**src/rtl/irqv_pkg.sv**
```systemverilog
package irqv_pkg;

    localparam int          ADDR_W      = 16;
    localparam int          SLOT_W      = 5;
    localparam int          CAUSE_W     = 5;
    localparam int          RST_SRC_W   = 3;
    localparam int          MASK_MAX    = 14;

    localparam logic [ADDR_W-1:0] VEC_BASE    = 16'hFFC0;
    localparam logic [ADDR_W-1:0] PERIPH_TOP  = 16'h01FF;
    localparam logic [ADDR_W-1:0] ERASED_WORD = 16'hFFFF;

    localparam logic [SLOT_W-1:0] SLOT_RESET     = 5'd31;
    localparam logic [SLOT_W-1:0] SLOT_NMI       = 5'd30;
    localparam logic [SLOT_W-1:0] SLOT_MASK_BASE = 5'd16;

    // cause register bit positions
    localparam int C_POWER = 0;
    localparam int C_PIN   = 1;
    localparam int C_WDOG  = 2;
    localparam int C_KEY   = 3;
    localparam int C_FETCH = 4;

    localparam logic [CAUSE_W-1:0] CAUSE_AT_POWERUP = 5'b00001;

    typedef enum logic [1:0] {
        CLS_NONE  = 2'd0,
        CLS_MASK  = 2'd1,
        CLS_NMI   = 2'd2,
        CLS_RESET = 2'd3
    } irq_cls_e;

    typedef struct packed {
        logic              valid;
        irq_cls_e          cls;
        logic [SLOT_W-1:0] slot;
    } irq_win_t;

    typedef enum logic {
        ST_IDLE = 1'b0,
        ST_REQ  = 1'b1
    } hs_state_e;

    function automatic logic [ADDR_W-1:0] slot_addr(input logic [SLOT_W-1:0] s);
        return VEC_BASE + {{(ADDR_W-SLOT_W-1){1'b0}}, s, 1'b0};
    endfunction

endpackage

```
**src/rtl/irqv_fetch_guard.sv**
```systemverilog
module irqv_fetch_guard
    import irqv_pkg::*;
#(
    parameter logic [ADDR_W-1:0] RAM_END    = 16'h0BFF,
    parameter logic [ADDR_W-1:0] FLASH_BASE = 16'h2100
) (
    input  logic              fetch_valid_i,
    input  logic [ADDR_W-1:0] fetch_addr_i,
    output logic              illegal_o
);

    logic in_ram;
    logic in_flash;

    always_comb begin
        in_ram    = (fetch_addr_i > PERIPH_TOP) && (fetch_addr_i <= RAM_END);
        in_flash  = (fetch_addr_i >= FLASH_BASE);
        illegal_o = fetch_valid_i && !(in_ram || in_flash);
    end

endmodule

```
**src/rtl/irqv_arbiter.sv**
```systemverilog
module irqv_arbiter
    import irqv_pkg::*;
#(
    parameter int NUM_NMI  = 3,
    parameter int NUM_MASK = 14
) (
    input  logic                rst_pend_i,
    input  logic [NUM_NMI-1:0]  nmi_flag_i,
    input  logic [NUM_NMI-1:0]  nmi_en_i,
    input  logic [NUM_MASK-1:0] mask_flag_i,
    input  logic [NUM_MASK-1:0] mask_en_i,
    input  logic                gie_i,
    output irq_win_t            win_o
);

    logic [NUM_MASK-1:0] mask_acc;
    logic                nmi_acc;

    genvar k;
    generate
        for (k = 0; k < NUM_MASK; k++) begin : g_mask_gate
            assign mask_acc[k] = mask_flag_i[k] & mask_en_i[k] & gie_i;
        end
    endgenerate

    assign nmi_acc = |(nmi_flag_i & nmi_en_i);

    always_comb begin
        win_o = '{valid: 1'b0, cls: CLS_NONE, slot: '0};
        // ascending scan: the last hit is the highest slot
        for (int i = 0; i < NUM_MASK; i++) begin
            if (mask_acc[i]) begin
                win_o.valid = 1'b1;
                win_o.cls   = CLS_MASK;
                win_o.slot  = SLOT_MASK_BASE + SLOT_W'(i);
            end
        end
        if (nmi_acc) begin
            win_o.valid = 1'b1;
            win_o.cls   = CLS_NMI;
            win_o.slot  = SLOT_NMI;
        end
        if (rst_pend_i) begin
            win_o.valid = 1'b1;
            win_o.cls   = CLS_RESET;
            win_o.slot  = SLOT_RESET;
        end
    end

endmodule

```
**src/rtl/irqv_reset_unit.sv**
```systemverilog
module irqv_reset_unit
    import irqv_pkg::*;
(
    input  logic                 clk,
    input  logic                 rst,
    input  logic [RST_SRC_W-1:0] ext_src_i,
    input  logic                 fetch_bad_i,
    input  logic                 ack_rst_i,
    input  logic [CAUSE_W-1:0]   cause_clr_i,
    input  logic                 boot_valid_i,
    input  logic [ADDR_W-1:0]    boot_word_i,
    output logic                 rst_pend_o,
    output logic                 event_o,
    output logic                 sys_rst_o,
    output logic [CAUSE_W-1:0]   cause_o,
    output logic                 lpm_o
);

    logic [CAUSE_W-1:0] new_bits;
    logic               boot_open;

    always_comb begin
        new_bits          = '0;
        new_bits[C_PIN]   = ext_src_i[0];
        new_bits[C_WDOG]  = ext_src_i[1];
        new_bits[C_KEY]   = ext_src_i[2];
        new_bits[C_FETCH] = fetch_bad_i;
        event_o           = |new_bits;
    end

    always_ff @(posedge clk) begin
        if (rst) begin
            cause_o    <= CAUSE_AT_POWERUP;
            rst_pend_o <= 1'b1;
            sys_rst_o  <= 1'b0;
            boot_open  <= 1'b1;
            lpm_o      <= 1'b0;
        end else begin
            cause_o   <= (cause_o & ~cause_clr_i) | new_bits;
            sys_rst_o <= fetch_bad_i;
            if (event_o) begin
                rst_pend_o <= 1'b1;
            end else if (ack_rst_i) begin
                rst_pend_o <= 1'b0;
            end
            if (boot_valid_i) begin
                boot_open <= 1'b0;
                if (boot_open && boot_word_i == ERASED_WORD) begin
                    lpm_o <= 1'b1;
                end
            end
        end
    end

endmodule

```
**src/rtl/irq_vector_ctrl.sv**
```systemverilog
module irq_vector_ctrl
    import irqv_pkg::*;
#(
    parameter int                NUM_NMI    = 3,
    parameter int                NUM_MASK   = 14,
    parameter logic [ADDR_W-1:0] RAM_END    = 16'h0BFF,
    parameter logic [ADDR_W-1:0] FLASH_BASE = 16'h2100
) (
    input  logic                 clk,
    input  logic                 rst,
    input  logic [RST_SRC_W-1:0] rst_src_i,
    input  logic [NUM_NMI-1:0]   nmi_flag_i,
    input  logic [NUM_NMI-1:0]   nmi_en_i,
    input  logic [NUM_MASK-1:0]  mask_flag_i,
    input  logic [NUM_MASK-1:0]  mask_en_i,
    input  logic                 gie_set_i,
    input  logic                 fetch_valid_i,
    input  logic [ADDR_W-1:0]    fetch_addr_i,
    input  logic                 boot_valid_i,
    input  logic [ADDR_W-1:0]    boot_word_i,
    input  logic                 ack_i,
    input  logic [CAUSE_W-1:0]   cause_clr_i,
    output logic                 irq_req_o,
    output logic [ADDR_W-1:0]    vec_addr_o,
    output logic                 lpm_req_o,
    output logic                 sys_rst_o,
    output logic                 gie_o,
    output logic [CAUSE_W-1:0]   cause_o
);

    hs_state_e state;
    irq_win_t  held;
    irq_win_t  win;
    logic      fetch_bad;
    logic      rst_pend;
    logic      rst_event;
    logic      ack_fire;
    logic      ack_rst;

    assign ack_fire = (state == ST_REQ) && ack_i;
    assign ack_rst  = ack_fire && (held.cls == CLS_RESET);

    irqv_fetch_guard #(
        .RAM_END    (RAM_END),
        .FLASH_BASE (FLASH_BASE)
    ) u_guard (
        .fetch_valid_i (fetch_valid_i),
        .fetch_addr_i  (fetch_addr_i),
        .illegal_o     (fetch_bad)
    );

    irqv_reset_unit u_rstu (
        .clk          (clk),
        .rst          (rst),
        .ext_src_i    (rst_src_i),
        .fetch_bad_i  (fetch_bad),
        .ack_rst_i    (ack_rst),
        .cause_clr_i  (cause_clr_i),
        .boot_valid_i (boot_valid_i),
        .boot_word_i  (boot_word_i),
        .rst_pend_o   (rst_pend),
        .event_o      (rst_event),
        .sys_rst_o    (sys_rst_o),
        .cause_o      (cause_o),
        .lpm_o        (lpm_req_o)
    );

    irqv_arbiter #(
        .NUM_NMI  (NUM_NMI),
        .NUM_MASK (NUM_MASK)
    ) u_arb (
        .rst_pend_i  (rst_pend),
        .nmi_flag_i  (nmi_flag_i),
        .nmi_en_i    (nmi_en_i),
        .mask_flag_i (mask_flag_i),
        .mask_en_i   (mask_en_i),
        .gie_i       (gie_o),
        .win_o       (win)
    );

    always_ff @(posedge clk) begin
        if (rst) begin
            state <= ST_IDLE;
            held  <= '{valid: 1'b0, cls: CLS_NONE, slot: '0};
        end else begin
            case (state)
                ST_IDLE: begin
                    if (win.valid) begin
                        state <= ST_REQ;
                        held  <= win;
                    end
                end
                ST_REQ: begin
                    if (ack_i) begin
                        state <= ST_IDLE;
                    end
                end
                default: state <= ST_IDLE;
            endcase
        end
    end

    always_ff @(posedge clk) begin
        if (rst) begin
            gie_o <= 1'b0;
        end else if (rst_event || ack_fire) begin
            gie_o <= 1'b0;
        end else if (gie_set_i) begin
            gie_o <= 1'b1;
        end
    end

    assign irq_req_o  = (state == ST_REQ);
    assign vec_addr_o = (state == ST_REQ) ? slot_addr(held.slot) : '0;

endmodule

```
**config.mk**
```make
export PLATFORM = sky130hd
export DESIGN_NAME = irq_vector_ctrl
export DESIGN_NICKNAME = d
export VERILOG_FILES = /design/src/rtl/irqv_pkg.sv /design/src/rtl/irqv_fetch_guard.sv /design/src/rtl/irqv_arbiter.sv /design/src/rtl/irqv_reset_unit.sv /design/src/rtl/irq_vector_ctrl.sv
export SDC_FILE = /design/constraint.sdc
export NUM_CORES = 1
export LEC_CHECK = 0
export BUFFER_PORTS_ARGS = -buffer_cell sky130_fd_sc_hd__buf_2
export CAP_MARGIN = 0
export CELL_PAD_IN_SITES_DETAIL_PLACEMENT = 0
export CELL_PAD_IN_SITES_GLOBAL_PLACEMENT = 1
export CORE_UTILIZATION = 25
export DETAILED_ROUTE_END_ITERATION = 6
export PLACE_DENSITY = 0.95
export SLEW_MARGIN = 20
export SYNTH_ARGS = -nofsm -noshare
export SYNTH_HDL_FRONTEND = slang
export SYNTH_SLANG_ARGS = --single-unit
```
**constraint.sdc**
```tcl
create_clock -name clk -period 2.75 [get_ports clk]
set_input_delay 0.1375 -clock clk [delete_from_list [all_inputs] [get_ports clk]]
set_output_delay 0.1375 -clock clk [all_outputs]
set_load 0.01 [all_outputs]
```
---- Word level (Yosys, flattened, before mapping) ----
Index checks and enable logic that the tools add are counted.
storage, ports and cells
  flip-flop bits (word level) ............. 18
  output and inout port bits .............. 25
  logic and storage cells ................. 82
cells by class
  $add $sub $neg .......................... 1
  order comparisons ....................... 3
  equality and inequality tests ........... 2
  muxes and demuxes ....................... 20
  bitwise operators ....................... 33
  reductions and logical operators ........ 14
operators by type and width
  cell                                                                              count
  8-bit 2-to-1 mux                                                                  16
  1-bit bitwise AND                                                                 28
  16-bit equality test, second input constant                                       1
  16-bit by 14-bit >= comparator with 1-bit output, second input constant           1
  16-bit by 9-bit greater-than comparator with 1-bit output, second input constant  1
  16-bit by 12-bit <= comparator with 1-bit output, second input constant           1
  16-bit 2-to-1 mux                                                                 1
  7-bit by 7-bit adder with 8-bit output, first input constant                      1
  5-bit bitwise AND                                                                 1
  1-bit logical AND                                                                 5
  5-bit inverter                                                                    1
  5-bit bitwise OR                                                                  1
  5-bit OR reduction                                                                1
  2-bit AND reduction                                                               2
  4-bit OR reduction                                                                1
  3-bit bitwise AND                                                                 1
  3-bit OR reduction                                                                1
  2-bit equality test, second input constant                                        1
  1-bit logical OR                                                                  2
  1-bit 2-to-1 mux                                                                  2
  1-bit case mux with 2 select lines                                                1
  2-bit OR reduction                                                                1
  1-bit logical NOT                                                                 1
  1-bit inverter                                                                    1

---- Depth between registers and ports, before layout ----
  depth after elaboration ................. 20
  depth in mapped cells ................... 5
  gate-level depth less buffers ........... 5

---- Cells and area by module ----
From an unflattened synthesis, not the netlist that was laid out.
unflattened totals
  cell total of the unflattened synthesis .. 143
  area, all modules ....................... 1,177.4 sq um
by module, submodules not included
  module            instances  cells an instance  area an instance (sq um)  seq. area each (sq um)
  irq_vector_ctrl   1          55                 524.3                     180.2
  irqv_reset_unit   1          38                 356.6                     180.2
  irqv_arbiter      1          44                 257.7                     0.0
  irqv_fetch_guard  1          6                  38.8                      0.0

---- Least setup slack after synthesis ----
Ideal clock, no wire load.
  kind .................................... register to register
  start point ............................. register gie_o
  end point ............................... register held[2] (netlist bit)
  library setup time ...................... 0.128 ns
  arrival ................................. 1.406 ns
  data required time ...................... 2.622 ns
  path slack .............................. 1.216 ns
  stages on the path, launching flop included .. 6
  path buffers ............................ 0
  clock period less this slack ............ 1.534 ns
  path through ............................ dfxtp_1 > inv_1 > a21o_1 > a41oi_4 > and4_4 > nor3_2
between the ends
  cells in the longest elaborated chain, start to end .. 18
  elaborated cells between the ends (all ways) .. 31
  classes of those cells .................. mux: 16; bitwise: 14; reduce/logical: 1
RTL lines
  item                             RTL line                RTL
  from (decl)                      irq_vector_ctrl.sv:27   output logic gie_o,
  from (signal assigned)           irq_vector_ctrl.sv:105  gie_o <= 1'b0;
  from (signal assigned)           irq_vector_ctrl.sv:107  gie_o <= 1'b0;
  from (signal assigned)           irq_vector_ctrl.sv:109  gie_o <= 1'b1;
  1-bit bitwise AND                irqv_arbiter.sv:22      assign mask_acc[k] = mask_flag_i[k] & mask_en_i[k] & gie_i;
  8-bit 2-to-1 mux (13 in series)  irqv_arbiter.sv:32      if (mask_acc[i]) begin
  8-bit 2-to-1 mux *               irqv_arbiter.sv:32
  8-bit 2-to-1 mux *               irqv_arbiter.sv:38      if (nmi_acc) begin
  8-bit 2-to-1 mux *               irqv_arbiter.sv:43      if (rst_pend_i) begin
  2-bit AND reduction (no line)    n/a
  to (signal assigned)             irq_vector_ctrl.sv:84   held <= '{valid: 1'b0, cls: CLS_NONE, slot: '0};
  to (signal assigned)             irq_vector_ctrl.sv:90   held <= win;
  to (decl)                        irq_vector_ctrl.sv:32   irq_win_t held;
Mark *: on every way between the ends. The rest lies on a longest branch, timed or not.
A chain may end at the register's enable or synchronous reset.

---- Worst setup path after layout ----
  start point ............................. register gie_o
  end point ............................... register held[0] (netlist bit)
The elaborated chain is that of the path after synthesis.

==> key figures <==
Setup path
  • R2R cell count: 5
  • Crit path arrival time: 1820 ps
  • Crit path launch type: flip-flop
  • Crit. End Element: flip-flop
  • Critical path class: flip-flop to flip-flop
  • Data required time of the worst path: 2900 ps
  • FF-to-FF setup slack: 1080 ps
  • Worst Path Max Fanout: 10
  • FF-to-FF End: held[0]$_SDFFE_PP0P_
  • Worst r2r src: gie_o$_SDFFE_PP0P_

Yosys
  • Post-synth top area share: 0.336
  • Yosys cell types: 35
  • Yosys warns: 0
  • Syn_nets: 209
  • Seq cells post-synth: 18
  • Post-synth top flop: dfxtp_1
  • Ranking of synthesized cells by area: dfxtp_1, buf_4, a22o_1
  • Async set or reset register ratio after synthesis: 0
  • Count leader, synth: dfxtp_1
  • Number of enable flip-flop cells after synthesis: 0
  • Cell accounting for the most synthesized area: dfxtp_1
  • Synthesized area: 1070 sq um
  • Seq/Total Area, Yosys: 0.336
  • Avg Cell Area, Syn: 8.30 sq um
  • Syn Inst Count: ~130
  • Commonest cells in the netlist: dfxtp_1, nor2_1, buf_4

Clock tree
  • CTS tree: yes
  • Post-CTS Resized: 0
  • Num CTS Buffers: 3
  • Max clock buf depth: 2
  • Clock latency on the worst-skew pair: 250 ps
  • Sink Count: 18
  • CTS Hold Buffers Added: 0
  • CTS HTree Levels: 1
  • Clock root cell: clkbuf_8
  • Post-CTS setup buffers: 0
  • Reg clk slew, reported paths: ~70 ps

Drt
  • WL/cell: approximately 10 um
  • DR vias: 1233
  • Detailed Route WL: around 2700 um
  • First-pass iteration count of the detailed router: 6
  • DRT iter0 DRCs: 47
  • # DRC: 0
  • ANT nets after route: 0
  • Drt via density: around 4.7

Pwr
  • Sw frac: 0.259
  • Leakage: roughly 0.0008 uW
  • Sw power: 168 uW
  • Clk pwr share: 0.333
  • Int Pwr: ~480 uW
  • Register share of total power: 0.444
  • Combinational cell fraction of total power: 0.223
  • PwrDens: 412 nW/um^2
  • Worst IR drop on VDD: approximately 0.17 mV

Floorplanning
  • Core Region: 4060 sq um
  • Die X: 67.5 um
  • Row count: 23
  • Die Ht: approximately 67 um
  • Initial Utilization: 0.264
  • IO Pins: 105
  • Area of the die: roughly 4600 sq um

STA
  • Final Max Slew Viols: 0
  • Final setup TNS: 0 ps
  • Final Hold Vio Count: 0
  • Clock skew: 2.50 ps
  • RSZ-0062 raised after global routing: false
  • Final-report setup violation count: 0
  • Max Freq: 0.600 GHz
  • Worst Max-Slew Pin Slew: 643 ps
  • Max_slew headroom: 0.571
  • Minimum clock period: around 1700 ps
  • Final period util: 0.607

Finish
  • Fill cells: 424
  • Final Util: 0.387
  • Share of layout cells above drive strength 1: 0.481
  • Multi-input logic area: 591 sq um
  • # diodes: 0
  • Post-Layout Cell Count: 264
  • Nets: a little under 300
  • Area delta synth->final: 46.6%
  • Seq. cell area: 360 sq um

Placed design
  • Placed Cells: 260
  • Routability cong.: around 0.76
  • Hpwl dp: 2280 um
  • Port Buffer Count: 95

Worst hold path
  • Hold Path End: u_rstu.cause_o[1]$_SDFF_PP0_
  • Worst min path class: primary input to flip-flop
  • Worst Hold Path Cells: 3
  • Hold path startpoint: rst_src_i[0]

Global route
  • Global-route usage over all layers: 0.117
  • Pin count of the biggest net entering global routing: 24
  • First-pass GRT wire length: 4150 um
  • Vias in the first global route: roughly 1000
  • Initial antenna violation count: 0
  • Grt total ovfl: 0

Run
  • Max-cap viol count: 0

Status
  • Status: finished clean
[critical path, stage by stage, from the launching register on]
cell and delay (ps):
dfxtp_1 510, inv_1 100, a21o_1 230, a41oi_4 380
nor2_1 80, a311oi_1 270
[per-stage QoR]
stage / hold WS [ps] / total power (uW) / worst slack [ps] / instance area, sq um
after floorplan: 255 / 372 / 1220 / 1070
after global placement: 371 / 437 / 1050 / 1520
after detailed placement: 375 / 440 / 997 / 1520
after CTS: 110 / 659 / 1060 / 1570
after global routing: 116 / 689 / 944 / 1570
final: 111 / 648 / 1080 / 1570
[registers in the layout, indices dropped and copies added, names as in the netlist]
register and flops:
u_rstu.sys_rst_o 1, u_rstu.cause_o 5, u_rstu.rst_pend_o 1, held 7, gie_o 1, u_rstu.lpm_o 1, u_rstu.boot_open 1, irq_req_o 1
[power by group through the flow]
| stage | Combinational [uW] | Sequential, uW | Clock [uW] |
|---|---|---|---|
| floorplan | 79.0 | 293 | 0 |
| global placement | 144 | 293 | 0 |
| detailed placement | 146 | 294 | 0 |
| CTS | 147 | 288 | 225 |
| global route | 165 | 291 | 233 |
| finish | 145 | 288 | 215 |
[worst max path at each step]
stage,from,cells past startpoint,slack (ps),end
after floorplan,gie_o$_SDFFE_PP0P_,5,1220,held[2]$_SDFFE_PP0P_
after global placement,nmi_flag_i[0],6,1050,held[2]$_SDFFE_PP0P_
after detailed placement,nmi_flag_i[0],5,1000,held[0]$_SDFFE_PP0P_
after CTS,gie_o$_SDFFE_PP0P_,5,1060,held[0]$_SDFFE_PP0P_
after global routing,gie_o$_SDFFE_PP0P_,5,940,held[1]$_SDFFE_PP0P_
final,gie_o$_SDFFE_PP0P_,5,1080,held[0]$_SDFFE_PP0P_
[cell usage in the layout (no fill, tap or decap), types with 3 or more instances in the layout]
cell type  synthesis  layout
buf_2              0      95
dfxtp_1           18      18
nor2_1            13      13
nand2_1           10      10
a21oi_1            8       8
inv_1              7       7
a22o_1             7       7
and2_1             6       6
nor3_1             5       5
nand4_1            5       5
a21o_1             4       4
clkbuf_8           0       4
nand3_1            3       3
o211ai_1           3       3
[layout make-up]
class                           count  share of cell area
Clock buffer                        4              0.0351
Inverter                            7              0.0167
Tap cell                           50              0.0398
Multi-Input combinational cell     90               0.376
Sequential cell                    18               0.229
Timing Repair Buffer               95               0.303
[logic make-up (layout without fill, tap and decap cells)]
group,count (synthesis),in the layout,synth area share
buffers and inverters,21,106,0.112
other,1,1,0.00350
AO/OA/AOI/OAI,41,41,0.320
flip-flops,18,18,0.336
AND/OR/NAND/NOR,48,48,0.228
[per-layer routing]
| metal | GRT usage | wire, um |
|---|---|---|
| met4 | 0.0239 | 0 |
| met2 | 0.193 | 1270 |
| met3 | 0.0304 | 226 |
| met1 | 0.154 | 1180 |
| met5 | 0 | 0 |
Power figures use the tool's default switching activity.
